## src/rtl/tcd_pkg.sv

```systemverilog
package tcd_pkg;
   // Status word layout; bit positions are decoded by the read port users.
   typedef struct packed {
      logic wt;    // bit 2: write-through
      logic dty;   // bit 1: dirty
      logic vld;   // bit 0: valid
   } tcd_stat_t;

   localparam int unsigned STAT_W = 3;
   localparam tcd_stat_t STAT_CLR = '{wt: 1'b0, dty: 1'b0, vld: 1'b0};
endpackage

```

## src/rtl/tcd_tag_store.sv

```systemverilog
module tcd_tag_store #(
   parameter int unsigned AW = 8,
   parameter int unsigned TW = 12
) (
   input  logic          clk,
   input  logic          wr_en,
   input  logic [AW-1:0] addr,
   input  logic [TW-1:0] wr_data,
   output logic [TW-1:0] rd_data
);
   localparam int unsigned DEPTH = 1 << AW;

   logic [TW-1:0] mem [DEPTH];

   always_ff @(posedge clk) begin
      if (wr_en) begin
         mem[addr] <= wr_data;
      end
   end

   assign rd_data = mem[addr];
endmodule

```

## src/rtl/tcd_stat_store.sv

```systemverilog
module tcd_stat_store
   import tcd_pkg::*;
#(
   parameter int unsigned AW = 8
) (
   input  logic          clk,
   input  logic          clr_n,
   input  logic          active,
   input  logic          generic_md,
   input  logic          tag_we,
   input  logic          stat_we,
   input  logic          wr_hit,
   input  logic [AW-1:0] addr,
   input  tcd_stat_t     stat_in,
   output tcd_stat_t     rd_stat
);
   localparam int unsigned DEPTH = 1 << AW;

   tcd_stat_t st [DEPTH];

   // Next value for the addressed entry, shared by all entries.
   tcd_stat_t upd_val;
   logic      upd_en;
   tcd_stat_t cur;

   assign cur = st[addr];

   always_comb begin
      upd_val = cur;
      upd_en  = 1'b0;
      if (active) begin
         if (!generic_md) begin
            if (tag_we) begin
               upd_en  = 1'b1;
               upd_val = '{wt: stat_in.wt, dty: 1'b0, vld: 1'b1};
            end else if (stat_we) begin
               upd_en  = 1'b1;
               upd_val = stat_in;
            end else if (wr_hit && !cur.wt) begin
               upd_en      = 1'b1;
               upd_val.dty = 1'b1;
            end
         end else if (stat_we) begin
            upd_en  = 1'b1;
            upd_val = stat_in;
         end
      end
   end

   for (genvar gi = 0; gi < DEPTH; gi++) begin : g_ent
      logic sel;
      assign sel = (addr == AW'(gi));
      always_ff @(posedge clk) begin
         if (!clr_n) begin
            st[gi] <= STAT_CLR;
         end else if (upd_en && sel) begin
            st[gi] <= upd_val;
         end
      end
   end

   assign rd_stat = cur;
endmodule

```

## src/rtl/tcd_hit_rdy.sv

```systemverilog
module tcd_hit_rdy
   import tcd_pkg::*;
#(
   parameter int unsigned TW = 12
) (
   input  logic          active,
   input  logic [TW-1:0] tag_in,
   input  logic [TW-1:0] rd_tag,
   input  tcd_stat_t     rd_stat,
   input  logic          rw_wr,
   input  logic          rdy_oe,
   input  logic          rdy_ext_n,
   input  logic          rdy_force_hi,
   output logic          hit,
   output logic          rdy_n
);
   logic tag_eq;
   logic int_rdy;

   assign tag_eq  = (rd_tag == tag_in);
   assign hit     = active && tag_eq && rd_stat.vld;
   assign int_rdy = hit && (!rw_wr || !rd_stat.wt);

   always_comb begin
      rdy_n = 1'b1;
      if (active && rdy_oe && !rdy_force_hi) begin
         rdy_n = !(int_rdy || !rdy_ext_n);
      end
   end
endmodule

```

## src/rtl/tcd_tag_dir.sv

```systemverilog
module tcd_tag_dir
   import tcd_pkg::*;
#(
   parameter int unsigned AW = 8,
   parameter int unsigned TW = 12
) (
   input  logic          clk,
   input  logic          rst_n,
   input  logic          cs_a_n,
   input  logic          cs_b,
   input  logic          pwr_dn,
   input  logic          generic_md,
   input  logic [AW-1:0] addr,
   input  logic [TW-1:0] tag_in,
   input  logic [2:0]    stat_in,
   input  logic          tag_we,
   input  logic          stat_we,
   input  logic          rw_wr,
   input  logic          tag_oe,
   input  logic          stat_oe,
   input  logic          rdy_oe,
   input  logic          rdy_ext_n,
   input  logic          rdy_force_hi,
   output logic [TW-1:0] tag_q,
   output logic [2:0]    stat_q,
   output logic          hit,
   output logic          rdy_n
);
   if (AW < 1 || AW > 16) begin : g_bad_aw
      $error("tcd_tag_dir: AW must be within 1..16");
   end
   if (TW < 1 || TW > 64) begin : g_bad_tw
      $error("tcd_tag_dir: TW must be within 1..64");
   end

   logic          active;
   logic [TW-1:0] rd_tag;
   tcd_stat_t     rd_stat;
   logic          wr_hit;

   assign active = !cs_a_n && cs_b && !pwr_dn;
   assign wr_hit = hit && rw_wr;

   tcd_tag_store #(.AW(AW), .TW(TW)) u_tags (
      .clk     (clk),
      .wr_en   (active && rst_n && tag_we),
      .addr    (addr),
      .wr_data (tag_in),
      .rd_data (rd_tag)
   );

   tcd_stat_store #(.AW(AW)) u_stat (
      .clk        (clk),
      .clr_n      (rst_n),
      .active     (active),
      .generic_md (generic_md),
      .tag_we     (tag_we),
      .stat_we    (stat_we),
      .wr_hit     (wr_hit),
      .addr       (addr),
      .stat_in    (tcd_stat_t'(stat_in)),
      .rd_stat    (rd_stat)
   );

   tcd_hit_rdy #(.TW(TW)) u_cmp (
      .active       (active),
      .tag_in       (tag_in),
      .rd_tag       (rd_tag),
      .rd_stat      (rd_stat),
      .rw_wr        (rw_wr),
      .rdy_oe       (rdy_oe),
      .rdy_ext_n    (rdy_ext_n),
      .rdy_force_hi (rdy_force_hi),
      .hit          (hit),
      .rdy_n        (rdy_n)
   );

   assign tag_q  = (active && tag_oe)  ? rd_tag : '0;
   assign stat_q = (active && stat_oe) ? rd_stat : '0;
endmodule

```

## config.mk

```make
export PLATFORM = sky130hd
export DESIGN_NAME = tcd_tag_dir
export DESIGN_NICKNAME = d
export VERILOG_FILES = /design/src/rtl/tcd_pkg.sv /design/src/rtl/tcd_tag_store.sv /design/src/rtl/tcd_stat_store.sv /design/src/rtl/tcd_hit_rdy.sv /design/src/rtl/tcd_tag_dir.sv
export SDC_FILE = /design/constraint.sdc
export NUM_CORES = 2
export LEC_CHECK = 0
export ABC_CLOCK_PERIOD_IN_PS = 5450
export BUFFER_PORTS_ARGS = -buffer_cell sky130_fd_sc_hd__buf_2
export CORE_ASPECT_RATIO = 0.5
export CORE_MARGIN = 5
export CORE_UTILIZATION = 40
export DETAILED_ROUTE_END_ITERATION = 10
export PLACE_DENSITY_LB_ADDON = 0.2
export SLEW_MARGIN = 20
export SYNTH_ARGS = -nofsm -noshare
export SYNTH_HDL_FRONTEND = slang
export SYNTH_SLANG_ARGS = --single-unit
```

## constraint.sdc

```tcl
create_clock -name clk -period 5.45 [get_ports clk]
set_input_delay 0.2725 -clock clk [delete_from_list [all_inputs] [get_ports clk]]
set_output_delay 0.2725 -clock clk [all_outputs]
set_load 0.005 [all_outputs]
```

==> results by group <==
Synth
  • Area fraction of the dominant cell type after synthesis: 73.3%
  • Distinct cells, synth: 72
  • Synth warnings: 0
  • Area leader, netlist: edfxtp_1
  • Syn Area/Cell: 18.2 sq um
  • Dominant synthesized flop cell: edfxtp_1
  • Number of synthesized register bits: 3840
  • Post-Syn Instances: 8644
  • Post-synthesis net count: 8681
  • Synth async-reset ratio: 0%
  • Number of flops mapped to enable cells by yosys: 3840
  • Area of the mapped netlist: 157000 sq um
  • Leading post-synthesis cells by cell area: edfxtp_1 (73%), mux4_2 (9.5%), mux2i_1 (4.3%)
  • Register area share after synthesis: 73.3%

Setup path
  • Worst path cell trace: mux4_2, a22oi_2, nand4_1, a2111oi_4, buf_4, a31oi_1, xnor2_1, o2111ai_2, buf_4, nor4_4, buf_6, a21boi_2, or4b_1, buf_2
  • Critical Path RT: 5.18 ns
  • R2R Path End: u_stat.st[22][0]
  • Crit-path slowest cell: mux4_2
  • Critical R2R Launch: u_stat.st[139][2]
  • Critical path peak fanout: 3
  • R2R Setup Slk: 0.21 ns
  • Critical path origin: u_tags.mem[22][3]
  • Slowest stage delay, CP: 0.52 ns
  • CP arrival: 5.13 ns
  • Worst setup EP type: output port
  • Reg2Reg Depth: 14
  • Crit path top cell by count: buf_4
  • Crit path kind: reg2out
  • Worst setup SP type: flip-flop

Routing
  • DRT iter0 DRCs: 14700
  • Residual DRC: 0
  • Via density: 6.25
  • Vias: 95100
  • Number of routed nets with antenna violations: 0
  • Wire per inst: 35.6 um
  • 1st-pass router iterations: 7
  • Routed WL: 541000 um

Min path
  • Hold Crit Depth: 4
  • Min-delay src: stat_in[2]
  • Hold worst-path end: u_stat.st[143][2]
  • Hold crit path type: in2reg

Finish
  • Register area: 115000 sq um
  • Multi-input logic area: 38700 sq um
  • # fillers: 32900
  • Filler-free cell count of the finished design: 15200
  • Area growth syn-to-layout: 17.7%
  • Commonest non-fill, non-tap cell in the layout: edfxtp_1
  • Commonest non-fill, non-tap cells in the layout: edfxtp_1 (3840), buf_4 (1226), mux2i_1 (679)
  • Nets: 9706
  • Share of cells above drive strength 1: 27.9%

Placement
  • Inst Count DP: 14500
  • Final GP Congestion: 0.915
  • DP HPWL: 351000 um
  • PortBufs: 53

Clock network
  • Clk sink count: 3840
  • TritonCTS clock tree: yes
  • Max H-tree Level: 5
  • Reg clk slew, reported paths: 0.07 ns
  • CTS Buf Count: 358
  • Worst skew pair latency: 0.95 ns
  • Clk root buf: clkbuf_16
  • Clock Tree Buf Depth: 4

Job
  • Max Cap Viol: 0

Pwr
  • Leakage: 60.5 nW
  • PD cells: 341 nW/um^2
  • Max VDD drop: 0.292 mV
  • Tot Pwr: 0.0630 W

Global routing
  • Gr usage total: 26.0%
  • First-pass GRT wire length: 747000 um
  • Vias in the first global route: 91300
  • Largest net degree at the start of global routing: 162
  • Initial antenna violation count: 41
  • Grt ovf: 0

Timing
  • Minimum clock period: 5.40 ns
  • RSZ-0062 raised after global routing: true
  • Finish-stage setup viols: 0
  • Final count of hold timing violations: 0
  • Slew Viols, Final: 0
  • Fmax: 0.185 GHz
  • Relative slew margins: 16.3%
  • Clock skew: 0.0957 ns
  • Hold Slack: 0.162 ns
  • Slew @ Worst Pin: 1.25 ns
  • Crit share post-route: 99.1%

Outcome
  • Status: finished, final reports clean

Floorplanning
  • Die W: 897 um
  • Rows: 162
  • Chip Height: 453 um
  • I/O pin cnt: 54
  • Initial Utilization: 40.3%
  • Area of the core: 391000 sq um
  • Die ar.: 406000 sq um
## synthesized netlist by cell type, drive strengths merged, types with 14 or more instances
cell / instances
mux2: 23
a211oi: 17
mux4: 660
nand4: 43
o21ai: 14
edfxtp: 3840
a221oi: 36
a31oi: 28
nand2: 182
nand3: 232
clkbuf: 431
mux2i: 679
nor2: 325
nor4: 459
buf: 358
a2111oi: 16
nor3: 346
a21oi: 62
a22oi: 419
and3: 35
o31ai: 256
a22o: 36
## metrics by stage
step                      setup slack [ns]  util, %  setup TNS [ns]  instance area, sq um
after floorplan                       1.06        -               0                157000
after global placement               -1.23     44.3        -1331.01                173000
after detailed placement            -0.759     44.3         -780.03                173000
after CTS                           0.0233     47.3               0                185000
after global routing               -0.0272     47.4         -0.0272                185000
final                               0.0515     47.4               0                185000
## critical path, delay by kind of cell, from the launching register on
family          cells  cell delay [ns]
compound gates      5             1.33
simple gates        3             0.96
buf+inv             4             0.73
mux                 1             0.52
flops               1             0.37
xor+xnor            1             0.28
## where the power goes
part           internal, W  switching [W]
sequential          0.0327      0.0000688
combinational      0.00172        0.00316
clock               0.0141         0.0114
total               0.0485         0.0146
## cell type report
cell class / instances / share of cell area (%)
Tap cell: 5248 / 3.55
Clock inverter: 211 / 1.07
Inverter: 8 / 0.0169
Antenna cell: 12 / 0.0162
Sequential cell: 3840 / 62.3
Timing Repair Buffer: 1454 / 7.07
Clock buffer: 432 / 5.09
Multi-Input combinational cell: 4007 / 20.9
## flip-flops by register name, indices dropped and copies added, names as in the netlist
| name | cells |
|---|---|
| u_stat.st | 768 |
| u_tags.mem | 3072 |
## routing by layer
layer	vias up	wire [um]	track usage, %
met1	50500	224000	38.1
met2	5556	239000	38.7
met3	979	58800	6.04
li1	38000	-	-
met5	-	55	0
met4	8	19800	8.26
## cell families (layout without fill, tap and decap cells)
family                 after synthesis  in the layout  share of synthesized area [%]
flip-flops                        3840           3840                           73.3
XOR/XNOR                            12             12                         0.0669
multiplexers                      1362           1362                           13.9
AO/OA/AOI/OAI                      933            933                           4.42
buffers and inverters              797           2105                           2.56
other                                0             12                              0
AND/OR/NAND/NOR                   1700           1700                           5.67
## repair_timing
item                                    in CTS  in global routing
resized for setup                           45                 21
buffers inserted                             6                  3
pin swaps                                    8                  9
hold endpoints to repair                   625                  0
endpoints found under the setup margin       2                 72
hold buffers                                13                  0
cloned                                       2                  0
## worst max path at each step
stage | endpoint
global placement | u_stat.st[29][2]
global route | rdy_n
floorplan | u_stat.st[101][0]
CTS | rdy_n
finish | rdy_n
detailed placement | u_stat.st[22][0]
Power figures use the tool's default switching activity.
